==> config.mk <==
export PLATFORM = sky130hd
export DESIGN_NAME = brk_unit
export DESIGN_NICKNAME = d
export VERILOG_FILES = /design/src/rtl/brk_unit.sv
export SDC_FILE = /design/constraint.sdc
export NUM_CORES = 1
export LEC_CHECK = 0
export ABC_AREA = 1
export BUFFER_PORTS_ARGS = -buffer_cell sky130_fd_sc_hd__buf_2
export CORE_MARGIN = 3
export CORE_UTILIZATION = 56
export DETAILED_ROUTE_END_ITERATION = 8
export PLACE_DENSITY_LB_ADDON = 0.15
export SKIP_CTS_REPAIR_TIMING = 1
export SLEW_MARGIN = 15
export SYNTH_ARGS = -nofsm -noshare
export SYNTH_HDL_FRONTEND = slang
export SYNTH_SLANG_ARGS = --single-unit
==> constraint.sdc <==
create_clock -name clk -period 1.8 [get_ports clk]
set_input_delay 0.45 -clock clk [delete_from_list [all_inputs] [get_ports clk]]
set_output_delay 0.45 -clock clk [all_outputs]
set_load 0.02 [all_outputs]
==> src/rtl/brk_unit.sv <==
module brk_unit #(
  parameter int AW = 20
) (
  input  logic          clk,
  input  logic          rst_n,
  input  logic          wr_en,
  input  logic          wr_ch,
  input  logic [AW-1:0] wr_addr,
  input  logic          wr_arm,
  input  logic          fetch_valid,
  input  logic [AW-1:0] fetch_pc,
  input  logic          fetch_long,
  output logic          irq_req,
  output logic          irq_chan,
  output logic [AW-1:0] irq_ret_pc
);

  logic [AW-1:0] addr_q [2];
  logic [1:0]    arm_q;
  logic [1:0]    blk_q;
  logic [1:0]    eq;
  logic [1:0]    hit;
  logic [1:0]    fire;

  for (genvar i = 0; i < 2; i++) begin : g_ch
    assign eq[i]  = fetch_valid && (fetch_pc == addr_q[i]);
    assign hit[i] = eq[i] && arm_q[i] && !blk_q[i];

    always_ff @(posedge clk or negedge rst_n) begin
      if (!rst_n) begin
        addr_q[i] <= '0;
        arm_q[i]  <= 1'b0;
        blk_q[i]  <= 1'b0;
      end else if (wr_en && wr_ch == 1'(i)) begin
        addr_q[i] <= wr_addr;
        arm_q[i]  <= wr_arm;
        blk_q[i]  <= 1'b0;
      end else if (fire[i]) begin
        blk_q[i]  <= 1'b1;
      end else if (fetch_valid && !eq[i]) begin
        blk_q[i]  <= 1'b0;
      end
    end
  end

  assign fire[0] = hit[0];
  assign fire[1] = hit[1] && !hit[0];

  always_ff @(posedge clk or negedge rst_n) begin
    if (!rst_n) begin
      irq_req    <= 1'b0;
      irq_chan   <= 1'b0;
      irq_ret_pc <= '0;
    end else begin
      irq_req    <= |fire;
      irq_chan   <= fire[1];
      irq_ret_pc <= (|fire) ? fetch_pc + (fetch_long ? AW'(2) : AW'(1)) : '0;
    end
  end

endmodule


# [Word-level counts from Yosys, hierarchy flattened]
# Index checks and enable logic that the tools add are counted.
[word_totals] reg_bits=66 input_bits=47 output_inout_bits=22 word_cells=40
[op_classes] add_sub_neg=1 n_eq_ne=2 n_mux=8 n_bitwise=1 reduce_logical=19
[op_table] cell="20-bit == test" n=2
[op_table] cell="20-bit by 2-bit adder with 20-bit output" n=1
[op_table] cell="20-bit two-way mux" n=1
[op_table] cell="1-bit logical AND" n=11
[op_table] cell="1-bit two-way mux" n=6
[op_table] cell="3-bit nonzero test" n=2
[op_table] cell="1-bit logical NOT" n=5
[op_table] cell="2-bit two-way mux" n=1
[op_table] cell="2-bit OR reduction" n=1
[op_table] cell="1-bit inverter" n=1

# [Longest topological paths before layout]
[logic_depth] ltp_word=8 mapped_depth=12 ltp_nobuf=11

# [Worst setup path before layout]
# No wires, ideal clock.
[synth_path] path_kind="input -> register" from="input fetch_long" to="register irq_ret_pc[18]" setup_time_ps=71 t_arrival_ps=1973 t_required_ps=1729 slack_ps=-244 cell_stages=11 n_path_buf=0 cell_sequence="inv_1 ha_1 inv_1 fa_1 nor3_4 nand4_2 nor2_2 inv_1 nor2_2 a21oi_1 nor2_1"
[synth_via] elab_chain_cells=3
[synth_rtl] item="from (decl)" line="12" source="input logic fetch_long,"
[synth_rtl] item="2-bit two-way mux" line="57" source="irq_ret_pc <= (|fire) ? fetch_pc + (fetch_long ? AW'(2) : AW'(1)) : '0;"
[synth_rtl] item="20-bit by 2-bit adder with 20-bit output" line="57"
[synth_rtl] item="20-bit two-way mux" line="57"
[synth_rtl] item="to (signal assigned)" line="57"
[synth_rtl] item="to (decl)" line="15" source="output logic [AW-1:0] irq_ret_pc"
# No other way between the ends.
# A chain may end at the register's enable or synchronous reset.

# [Final worst setup path]
[layout_path] from="input fetch_long" to="register irq_ret_pc[14]"
# Same word-level chain as after synthesis.

==> summary.md <==
| Metric | Value |
|---|---|
| Status | `complete, no violations` |
| Grt ovf | `0` |
| Syn Std Cell Area | `between 3000 and 4000 µm²` |
| Min Clock Period, post-route | `roughly 1.7 ns` |
| Number of H-tree levels | `3` |
| Pwr Density | `772 nW/µm²` |
| Maximum fanout along the worst path | `4` |
| Starting Density | `58.0%` |
| Final Max Tran Viols | `0` |
| Mapped Cells | `508` |
| Drt pass-1 iters | `4` |
| Synth warnings | `0` |
| Diode count | `0` |
| Met2 GRT Util | `36.4%` |
| Total nets after synthesis | `558` |
| TritonCTS clock tree | `yes` |
| # IOs | `69` |
| Largest area contributor in the netlist | `dfrtp_1` |
| Mean Syn Cell Area | `7.30 µm²` |
| F_max | `577 MHz` |
| Area delta synth->final | `18.4%` |
| Fin nets | `636` |
| Netlist cell types | `29` |
| VDD IR-drop max | `0.611 mV` |
| Final Hold Viols | `0` |
| Yosys top cell area share | `44.6%` |
| GR Util met3 | `4.26%` |
| Register Area | `1650 µm²` |
| Height of the die | `around 87 µm` |
| Crit Reg-Reg Startpoint | `addr_q[36]` |
| Largest cells by area after synthesis | `dfrtp_1 (45%), nand2_1 (18%), inv_1 (7.7%)` |
| Flops & latches, synth | `66` |
| Total internal power | `2.37 mW` |
| CP Launch Type | `input pin` |
| Input/output buffers | `68` |
| Multi-input logic area | `1690 µm²` |
| Via count of the first global-routing pass | `2993` |
| Remaining routing DRC violations | `0` |
| Avg WL per Cell | `12.1 µm` |
| Final period util | `a little over nine tenths` |
| Routed Antenna Nets | `0` |
| Critical Path AT | `between 1.5 and 2 ns` |
| Setup TNS | `0 ns` |
| RSZ-0062 raised after global routing | `yes` |
| Register area share after synthesis | `between 40% and 50%` |
| Reg clk slew, reported paths | `0.07 ns` |
| Initial DRC count | `between 150 and 200` |
| CP Capture Point | `irq_ret_pc[14]` |
| Origin of the worst setup path | `fetch_long` |
| Number of fill cells | `between 500 and 600` |
| Static leakage | `2.52 nW` |
| CTS root buf | `clkbuf_8` |
| Maxcap violations | `0` |
| Worst min path class | `input pin to asynchronous set/reset pin` |
| CTS Sinks | `66` |
| Vias per cell | `4.87` |
| Final setup violation count | `0` |
| Placer Congestion | `0.891` |
| CP required | `about 2.0 ns` |
| Kind of critical path | `input pin to register` |
| Final wirelength | `roughly 8100 µm` |
| Share of cells above drive strength 1 | `22.4%` |
| Comb pwr share | `18.9%` |
| Gr busiest metal | `met2` |
| Die width | `87.4 µm` |
| Post-detail-place hpwl | `between 6000 and 7000 µm` |
| Clock buffer depth | `2` |
| Worst-Skew Late Latency | `0.34 ns` |
| Reg2reg end | `irq_ret_pc[14]` |
| Core ar. | `6390 µm²` |
| Total power draw | `approximately 3.4 mW` |
| Initial antenna violation count | `0` |
| Via Count | `between 3k and 4k` |
| Clock Power Share | `a little under a third` |
| GRT met1 Usage | `31.0%` |
| R2R Setup Slk | `0.27 ns` |
| Critical path endpoint category | `register` |
| Sw Share | `a little under a third` |
| Std cell rows | `29` |
| Total GRT Usage | `23.0%` |
| First-pass GRT wire length | `13600 µm` |
| Number of buffers created by CTS | `9` |
| Worst R2R Path Depth | `9` |
| Pin count of the biggest net entering global routing | `67` |
| Placed Instances | `652` |
| P_sw | `1.02 mW` |
| Slew at the pin closest to its max-slew limit | `about 0.39 ns` |
| DIE AREA | `7630 µm²` |
| Post-Layout Cell Count | `about 670` |
| Slew HR | `73.7%` |
| Sequential fraction of design power | `around half` |
| Setup Skew | `around 0.008 ns` |
[cell families (layout without fill, tap and decap cells)]
kind of cell,after synthesis,after routing,share of synthesized area [%]
AO/OA/AOI/OAI,52,52,7.16
XOR/XNOR,27,27,6.38
adder cells (fa/ha/maj),3,3,1.22
buffers and inverters,98,179,10.9
flip-flops,66,66,44.6
AND/OR/NAND/NOR,262,262,29.8
[worst min-delay path by stage]
stage,start,to,slack [ns],cells past startpoint
final,rst_n,irq_ret_pc[2],0.10,2
after global routing,rst_n,irq_ret_pc[0],0.13,2
after CTS,rst_n,irq_ret_pc[2],0.13,2
after detailed placement,arm_q[0],arm_q[0],0.47,2
after global placement,arm_q[1],arm_q[1],0.47,2
after floorplan,rst_n,addr_q[0],0.15,0
[area by class of cell]
cell class / instances / share of cell area (%)
tap: 77 / 2.20
sequential: 66 / 37.6
multi-input combinational: 344 / 38.4
clock buffer: 10 / 3.14
timing repair buffer: 80 / 10.5
clock inverter: 4 / 0.456
inverter: 85 / 7.67
[metal layers]
layer	part of all wire (%)	vias to the layer above
li1	-	1692
met1	45	1444
met2	46	93
met3	7.1	14
met4	1.9	0
met5	0	-
[metrics by stage]
stage	hold WS, ns	setup WS (ns)	utilization [%]	cell area [µm²]
finish	0.101	0.0654	68.7	4390
detailed placement	0.474	-0.388	65.7	4190
global placement	0.469	-0.334	65.7	4190
floorplan	0.154	-0.0811	-	3730
CTS	0.128	-0.0320	68.1	4350
global route	0.134	-0.00135	68.7	4390
[sequential cells by signal, summed over array words and instances, names as in the netlist]
register,flops
arm_q,2
irq_chan,1
irq_req,1
addr_q,40
blk_q,2
irq_ret_pc,20
[power by group through the flow]
| stage | sequential (mW) | combinational, mW | clock (mW) |
|---|---|---|---|
| 6_report | 1.70 | 0.640 | 1.05 |
| 5_1_grt | 1.71 | 0.748 | 1.14 |
| 4_1_cts | 1.70 | 0.638 | 1.07 |
| 3_5_place_dp | 1.72 | 0.634 | 0 |
| 3_3_place_gp | 1.72 | 0.618 | 0 |
| 2_1_floorplan | 1.70 | 0.423 | 0 |
[placed cells by master (no fill, tap or decap)]
cell type,Yosys,routed
nor3_4,1,1
buf_2,0,66
xnor2_1,7,7
ha_4,0,1
inv_12,0,1
nand2_1,178,178
inv_2,8,10
nor2_4,0,2
clkbuf_8,0,10
ha_1,2,1
nand3_1,8,8
fa_2,0,1
a21oi_1,4,3
nor4_1,2,2
nor2_1,43,43
a31oi_1,1,1
a21oi_2,0,1
o22ai_1,1,1
buf_12,1,2
o21ai_0,45,44
dfrtp_1,66,66
nand4_2,3,3
xor2_1,20,20
nor3_1,4,3
o21ai_1,0,1
clkinv_2,0,4
inv_1,76,73
o21bai_1,1,1
nor2_2,14,12
nand2_4,1,1
inv_6,1,1
buf_4,1,12
nor3_2,0,1
nand4_1,5,5
nand2_2,3,3
[synthesized netlist by cell type, drive strengths merged]
master	instances
xnor2	7
a31oi	1
inv	85
o22ai	1
xor2	20
fa	1
nand3	8
dfrtp	66
buf	3
ha	2
a21oi	4
o21bai	1
nor4	2
nor3	5
nand4	8
nand2	182
clkbuf	10
o21ai	45
nor2	57
[critical path, cell delays in order]
cell and delay [ns]:
buf_12 0.11, inv_12 0.04, ha_4 0.11, inv_2 0.03, fa_2 0.36, nor3_4 0.25
nand4_2 0.16, nor2_4 0.15, inv_2 0.07, o22ai_1 0.15, nor2_1 0.06
Note: power is estimated with default switching activity, not from simulation.
